## config.mk

```make
export PLATFORM = sky130hd
export DESIGN_NAME = bsr_unit
export DESIGN_NICKNAME = d
export VERILOG_FILES = /design/src/rtl/bsr_pkg.sv /design/src/rtl/bsr_cond.sv /design/src/rtl/bsr_target.sv /design/src/rtl/bsr_select.sv /design/src/rtl/bsr_unit.sv
export SDC_FILE = /design/constraint.sdc
export NUM_CORES = 1
export LEC_CHECK = 0
export BUFFER_PORTS_ARGS = -buffer_cell sky130_fd_sc_hd__buf_4
export CORE_ASPECT_RATIO = 1.4
export CORE_MARGIN = 2
export CORE_UTILIZATION = 45
export DETAILED_ROUTE_END_ITERATION = 8
export HOLD_SLACK_MARGIN = 0.1
export PLACE_DENSITY = 0.71
export RECOVER_POWER = 25
export SLEW_MARGIN = 20
export SYNTH_ARGS = -nofsm -noshare
export SYNTH_HDL_FRONTEND = slang
export SYNTH_HIERARCHICAL = 1
export SYNTH_SLANG_ARGS = --single-unit
```

## constraint.sdc

```tcl
create_clock -name clk -period 0.9 [get_ports clk]
set_input_delay 0.045 -clock clk [delete_from_list [all_inputs] [get_ports clk]]
set_output_delay 0.045 -clock clk [all_outputs]
set_load 0.01 [all_outputs]
```

## src/rtl/bsr_pkg.sv

```systemverilog
package bsr_pkg;

   typedef enum logic [2:0] {
      OP_STEP      = 3'd0,
      OP_RJMP      = 3'd1,
      OP_BR_SET    = 3'd2,
      OP_BR_CLR    = 3'd3,
      OP_SKIP_EQ   = 3'd4,
      OP_SKIP_BSET = 3'd5,
      OP_SKIP_BCLR = 3'd6,
      OP_RSVD      = 3'd7
   } bsr_op_e;

   localparam int OP_W  = 3;
   localparam int CYC_W = 2;

   // status byte bit positions
   localparam int FLG_CARRY = 0;
   localparam int FLG_ZERO  = 1;
   localparam int FLG_NEG   = 2;
   localparam int FLG_OVF   = 3;
   localparam int FLG_SIGN  = 4;
   localparam int FLG_HALF  = 5;
   localparam int FLG_XFER  = 6;
   localparam int FLG_IEN   = 7;

endpackage

```

## src/rtl/bsr_cond.sv

```systemverilog
// Evaluates the branch or skip condition for one request.
module bsr_cond
   import bsr_pkg::*;
#(
   parameter int DATA_W = 8,
   parameter int SREG_W = 8,
   parameter int SEL_W  = 3
) (
   input  bsr_op_e             op,
   input  logic [SREG_W-1:0]   sreg,
   input  logic [SEL_W-1:0]    sel,
   input  logic [DATA_W-1:0]   opa,
   input  logic [DATA_W-1:0]   opb,
   output logic                cond_hit
);

   logic [DATA_W-1:0] diff_bits;
   logic              ops_equal;
   logic              flag_bit;
   logic              data_bit;

   // per-bit equality, reduced below
   genvar gi;
   generate
      for (gi = 0; gi < DATA_W; gi++) begin : g_eq
         assign diff_bits[gi] = opa[gi] ^ opb[gi];
      end
   endgenerate

   assign ops_equal = ~|diff_bits;
   assign flag_bit  = sreg[sel];
   assign data_bit  = opa[sel];

   always_comb begin
      unique case (op)
         OP_BR_SET:    cond_hit = flag_bit;
         OP_BR_CLR:    cond_hit = ~flag_bit;
         OP_SKIP_EQ:   cond_hit = ops_equal;
         OP_SKIP_BSET: cond_hit = data_bit;
         OP_SKIP_BCLR: cond_hit = ~data_bit;
         OP_RJMP:      cond_hit = 1'b1;
         default:      cond_hit = 1'b0;
      endcase
   end

endmodule

```

## src/rtl/bsr_target.sv

```systemverilog
// Computes every candidate next address in parallel.
module bsr_target #(
   parameter int PC_W      = 16,
   parameter int BR_OFF_W  = 7,
   parameter int JMP_OFF_W = 12
) (
   input  logic [PC_W-1:0]      pc,
   input  logic [JMP_OFF_W-1:0] offset,
   input  logic                 next_long,
   output logic [PC_W-1:0]      step_pc,
   output logic [PC_W-1:0]      br_pc,
   output logic [PC_W-1:0]      jmp_pc,
   output logic [PC_W-1:0]      skip_pc
);

   localparam int BR_EXT  = PC_W - BR_OFF_W;
   localparam int JMP_EXT = PC_W - JMP_OFF_W;

   logic [PC_W-1:0] br_off_x;
   logic [PC_W-1:0] jmp_off_x;
   logic [PC_W-1:0] skip_dist;

   assign br_off_x  = {{BR_EXT{offset[BR_OFF_W-1]}}, offset[BR_OFF_W-1:0]};
   assign jmp_off_x = {{JMP_EXT{offset[JMP_OFF_W-1]}}, offset};

   assign step_pc   = pc + PC_W'(1);
   assign br_pc     = step_pc + br_off_x;
   assign jmp_pc    = step_pc + jmp_off_x;
   assign skip_dist = next_long ? PC_W'(3) : PC_W'(2);
   assign skip_pc   = pc + skip_dist;

endmodule

```

## src/rtl/bsr_select.sv

```systemverilog
// Picks the next address, taken flag and cycle count.
module bsr_select
   import bsr_pkg::*;
#(
   parameter int PC_W = 16
) (
   input  bsr_op_e           op,
   input  logic              cond_hit,
   input  logic              next_long,
   input  logic [PC_W-1:0]   step_pc,
   input  logic [PC_W-1:0]   br_pc,
   input  logic [PC_W-1:0]   jmp_pc,
   input  logic [PC_W-1:0]   skip_pc,
   output logic [PC_W-1:0]   nxt_pc,
   output logic              taken,
   output logic [CYC_W-1:0]  cycles
);

   always_comb begin
      nxt_pc = step_pc;
      taken  = 1'b0;
      cycles = CYC_W'(1);
      unique case (op)
         OP_RJMP: begin
            nxt_pc = jmp_pc;
            taken  = 1'b1;
            cycles = CYC_W'(2);
         end
         OP_BR_SET, OP_BR_CLR: begin
            if (cond_hit) begin
               nxt_pc = br_pc;
               taken  = 1'b1;
               cycles = CYC_W'(2);
            end
         end
         OP_SKIP_EQ, OP_SKIP_BSET, OP_SKIP_BCLR: begin
            if (cond_hit) begin
               nxt_pc = skip_pc;
               taken  = 1'b1;
               cycles = next_long ? CYC_W'(3) : CYC_W'(2);
            end
         end
         default: ;
      endcase
   end

endmodule

```

## src/rtl/bsr_unit.sv

```systemverilog
module bsr_unit
   import bsr_pkg::*;
#(
   parameter int PC_W      = 16,
   parameter int DATA_W    = 8,
   parameter int SREG_W    = 8,
   parameter int BR_OFF_W  = 7,
   parameter int JMP_OFF_W = 12,
   parameter bit REG_OUT   = 1'b1,
   localparam int SEL_W    = $clog2(DATA_W)
) (
   input  logic                  clk,
   input  logic                  rst_n,
   input  logic                  req_valid,
   input  logic [OP_W-1:0]       req_op,
   input  logic [PC_W-1:0]       req_pc,
   input  logic [SREG_W-1:0]     req_sreg,
   input  logic [SEL_W-1:0]      req_sel,
   input  logic [JMP_OFF_W-1:0]  req_offset,
   input  logic [DATA_W-1:0]     req_opa,
   input  logic [DATA_W-1:0]     req_opb,
   input  logic                  req_next_long,
   output logic                  res_valid,
   output logic [PC_W-1:0]       res_pc,
   output logic                  res_taken,
   output logic [CYC_W-1:0]      res_cycles
);

   // elaboration-time parameter checks
   if (PC_W <= JMP_OFF_W) begin : g_bad_pc_w
      $error("PC_W must exceed JMP_OFF_W");
   end
   if (JMP_OFF_W < BR_OFF_W) begin : g_bad_off_w
      $error("JMP_OFF_W must be at least BR_OFF_W");
   end
   if (BR_OFF_W < 2) begin : g_bad_br_w
      $error("BR_OFF_W must be at least 2");
   end
   if (DATA_W != (1 << SEL_W)) begin : g_bad_data_w
      $error("DATA_W must be a power of two");
   end
   if (SREG_W != DATA_W) begin : g_bad_sreg_w
      $error("SREG_W must equal DATA_W");
   end

   bsr_op_e          op_e;
   logic             cond_hit;
   logic [PC_W-1:0]  step_pc, br_pc, jmp_pc, skip_pc;
   logic [PC_W-1:0]  nxt_pc;
   logic             nxt_taken;
   logic [CYC_W-1:0] nxt_cycles;

   assign op_e = bsr_op_e'(req_op);

   bsr_cond #(
      .DATA_W (DATA_W),
      .SREG_W (SREG_W),
      .SEL_W  (SEL_W)
   ) u_cond (
      .op       (op_e),
      .sreg     (req_sreg),
      .sel      (req_sel),
      .opa      (req_opa),
      .opb      (req_opb),
      .cond_hit (cond_hit)
   );

   bsr_target #(
      .PC_W      (PC_W),
      .BR_OFF_W  (BR_OFF_W),
      .JMP_OFF_W (JMP_OFF_W)
   ) u_target (
      .pc        (req_pc),
      .offset    (req_offset),
      .next_long (req_next_long),
      .step_pc   (step_pc),
      .br_pc     (br_pc),
      .jmp_pc    (jmp_pc),
      .skip_pc   (skip_pc)
   );

   bsr_select #(
      .PC_W (PC_W)
   ) u_select (
      .op        (op_e),
      .cond_hit  (cond_hit),
      .next_long (req_next_long),
      .step_pc   (step_pc),
      .br_pc     (br_pc),
      .jmp_pc    (jmp_pc),
      .skip_pc   (skip_pc),
      .nxt_pc    (nxt_pc),
      .taken     (nxt_taken),
      .cycles    (nxt_cycles)
   );

   generate
      if (REG_OUT) begin : g_reg
         always_ff @(posedge clk or negedge rst_n) begin
            if (!rst_n) begin
               res_valid  <= 1'b0;
               res_pc     <= '0;
               res_taken  <= 1'b0;
               res_cycles <= '0;
            end else begin
               res_valid <= req_valid;
               if (req_valid) begin
                  res_pc     <= nxt_pc;
                  res_taken  <= nxt_taken;
                  res_cycles <= nxt_cycles;
               end
            end
         end

         // one result exactly one cycle after each request
         p_latency_r9: assert property (@(posedge clk) disable iff (!rst_n)
            req_valid |=> res_valid);
         p_idle_r9: assert property (@(posedge clk) disable iff (!rst_n)
            !req_valid |=> !res_valid);

         // cycle count bounds
         p_cycles_range_r11: assert property (@(posedge clk) disable iff (!rst_n)
            res_valid |-> (res_cycles >= CYC_W'(1) && res_cycles <= CYC_W'(3)));
         p_taken_cycles_r11: assert property (@(posedge clk) disable iff (!rst_n)
            (res_valid && res_taken) |-> res_cycles >= CYC_W'(2));

         // plain step moves by one and is never taken
         p_step_r2: assert property (@(posedge clk) disable iff (!rst_n)
            (res_valid && $past(req_op) == OP_W'(OP_STEP)) |->
            (!res_taken && res_pc == $past(req_pc) + PC_W'(1)));

         // jump is always taken with two cycles
         p_jump_r3: assert property (@(posedge clk) disable iff (!rst_n)
            (res_valid && $past(req_op) == OP_W'(OP_RJMP)) |->
            (res_taken && res_cycles == CYC_W'(2)));

         // a fired skip advances by two or three, matching its cycles
         p_skip_adv_r7: assert property (@(posedge clk) disable iff (!rst_n)
            (res_valid && res_taken && $past(req_op) >= OP_W'(OP_SKIP_EQ)
             && $past(req_op) <= OP_W'(OP_SKIP_BCLR)) |->
            (res_pc == $past(req_pc) + PC_W'(res_cycles)));
      end else begin : g_comb
         assign res_valid  = req_valid;
         assign res_pc     = nxt_pc;
         assign res_taken  = nxt_taken;
         assign res_cycles = nxt_cycles;
      end
   endgenerate

endmodule

```

==> metrics.cfg <==
[floorplan]
start_util=0.466
pin_count=82
die-height_um=113
fp.dieArea_um2=9250
die_x_um=81.8
num_rows=39
core_um2=8200

[run_status]
violations=setup timing
status=complete, but fails checks

[logic_synthesis]
ys_types=65
ys_async_sr_fraction=1.00
syn_nets=547
syn_inst=456
ys_ff_latch=20
synth_area_um2=3820
postSynthAreaPerCell_um2=8.37
synth_ff_type=dfrtp_1
synth_edf_count=0
yosysSeqAreaShare=0.131
synth_warnings=6

[sta]
timing.fmax_mhz=356
fin_crit_ns=2.81
setup_ws_ns=-1.91
rsz0062_at_grt=true
finClkSkew_ns=0
timing.final.crit_share=3.12
max_slew.worst_pin.slew_ns=0.761
setup_viol=19
slew_viol_final=0
relSlewSlack=0.492
hold_viol_final=0

[global_route]
antenna_found_initial=0
grt_pass1_vias=4828
grt_max_degree=21
overflow=0
grt_pass1_wl_mm=22.4
grt_use_total=0.310

[critical_path]
crit_required_ns=1.04
cp_cell_sequence=buf_6 -> nand4_4 -> or2_4 -> nor2_1 -> xor2_1 -> ha_1 -> buf_4 -> a21oi_2 -> nor2b_1 -> o41ai_2 -> o21ai_1 -> xor2_1 -> mux2_4 -> a222oi_1 -> a21oi_1 -> mux2_4
crit_family=compound AO/OA/AOI/OAI gates
worstRegToRegCells=1
startpoint_type=input pin
end_kind=register
path_depth=16
worst_path_max_delay_cell=or2_4
rr_startpoint=res_pc[13]
critPathMaxStageDelay_ns=0.29
cp.arrival_ns=2.94
regToRegEndpoint=res_pc[13]
crit_fanout=4
cp_num_buf_inv=2
r2r_slack_ns=0.11
worstSetupPathType=input pin to register

[power]
vdd_drop_max_uv=1960
powerDensity_nw_per_um2=1070
power_leakage_nw=3.00

[clocking]
numCtsBuffers=3
clk_pin_slew_worst_paths_ns=0.05
clk_path_buf_depth=2
cts_tree=done
htreeDepth=1
clock_latency_ns=0.25
clkSinkCount=20
cts_root_buf=clkbuf_16

[placement]
dp_hpwl_mm=10.4
preCtsSetupSlack_ns=-2.25
io_buffers=81
routabilityCongestion=1.01
dp_cells=743

[min_path]
hold_class=input pin to register
worstHoldStart=req_valid
worstHoldPathCells=1
min_to=res_valid

[cells_and_area]
antenna_cells=0
final_nets=769
final_cell_mix=buf_4, a21oi_1, nand2_1
drive_gt1_frac=0.582
fin_cells=779
layout.cells.most_common=buf_4
syn_to_final_growth_pct=71.4

[route]
first_iter_violations=273
totalWireLength_mm=14.7
ant_nets=0
dr_total_vias=4623
avgRoutedWirePerCell_um=18.9
first_pass_iters=5
via_per_inst=5.93
drc=0

[run]
maxCapViolations=0

[per-layer routing]
| metal | track usage | wire length (um) |
|---|---|---|
| met5 | 0 | 0 |
| met4 | 0.188 | 1090 |
| met3 | 0.0319 | 698 |
| met2 | 0.567 | 7730 |
| met1 | 0.329 | 5190 |
[power breakdown]
| part | switching [W] | leakage, nW | total (W) | internal [W] |
|---|---|---|---|---|
| logic | 0.00217 | 2.72 | 0.00483 | 0.00266 |
| registers | 0.000121 | 0.239 | 0.00120 | 0.00108 |
| clock network | 0.000315 | 0.0442 | 0.000991 | 0.000677 |
| total | 0.00260 | 3.00 | 0.00702 | 0.00442 |
[layout make-up]
class | count | area [um2]
clock buffer | 4 | 88.8
fill | 497 | 1650
inverter | 15 | 56.3
multi-input combinational | 390 | 3720
sequential | 20 | 500
tap | 102 | 128
timing repair buffer | 248 | 2050
[per-stage QoR]
step | setup TNS (ns) | total power, W | hold slack, ns | util | cell area, um2
after floorplan | -29.19 | 0.00349 | -0.251 | - | 4030
after global placement | -34.94 | 0.00495 | -0.0737 | 0.674 | 5520
after CTS | -28.27 | 0.00668 | 0.101 | 0.762 | 6250
final | -29.40 | 0.00702 | 0.106 | 0.798 | 6540
after detailed placement | -35.47 | 0.00504 | -0.0650 | 0.674 | 5520
after global routing | -30.87 | 0.00738 | 0.108 | 0.798 | 6540
[state kept, by name, summed over array words and instances, names as in the netlist]
register	flops
res_taken	1
res_pc	16
res_valid	1
res_cycles	2
[synthesized netlist by cell type, types with 10 or more instances]
library cell   n  area share
inv_1         15       0.015
nor2_1        24       0.024
mux2_2        28       0.083
xnor2_1       28       0.064
ha_1          28       0.092
dfrtp_1       20        0.13
nand2_1       35       0.034
xor2_1        29       0.067
mux2_4        10       0.039
nand2b_1      10       0.016
o21ai_0       10       0.013
a21oi_1       53       0.069
nand3_1       17       0.022
[timing repair]
action	in CTS	in global routing
resized for setup	84	44
setup endpoints to repair	19	19
setup buffers	21	8
endpoints found under the hold margin	20	0
cloned	4	0
hold buffers	1	0
pin swaps	67	39
[logic make-up (layout without fill, tap and decap cells)]
group | count (synthesis) | count (layout) | share of synthesized area
AND/OR/NAND/NOR | 133 | 133 | 0.185
buffers and inverters | 46 | 267 | 0.0744
AO/OA/AOI/OAI | 125 | 125 | 0.222
adder cells (fa/ha/maj) | 29 | 29 | 0.0970
multiplexers | 46 | 46 | 0.160
flip-flops | 20 | 20 | 0.131
XOR/XNOR | 57 | 57 | 0.131
[worst max-delay path by stage]
stage | end | slack [ns] | startpoint
4_1_cts | res_pc[13] | -1.86 | req_pc[2]
5_1_grt | res_pc[14] | -1.98 | req_pc[5]
3_5_place_dp | res_pc[14] | -2.25 | req_pc[0]
3_3_place_gp | res_pc[14] | -2.22 | req_pc[0]
6_report | res_pc[14] | -1.91 | req_pc[5]
2_1_floorplan | res_pc[14] | -2.02 | req_pc[2]
(Power assumes the default switching activity.)
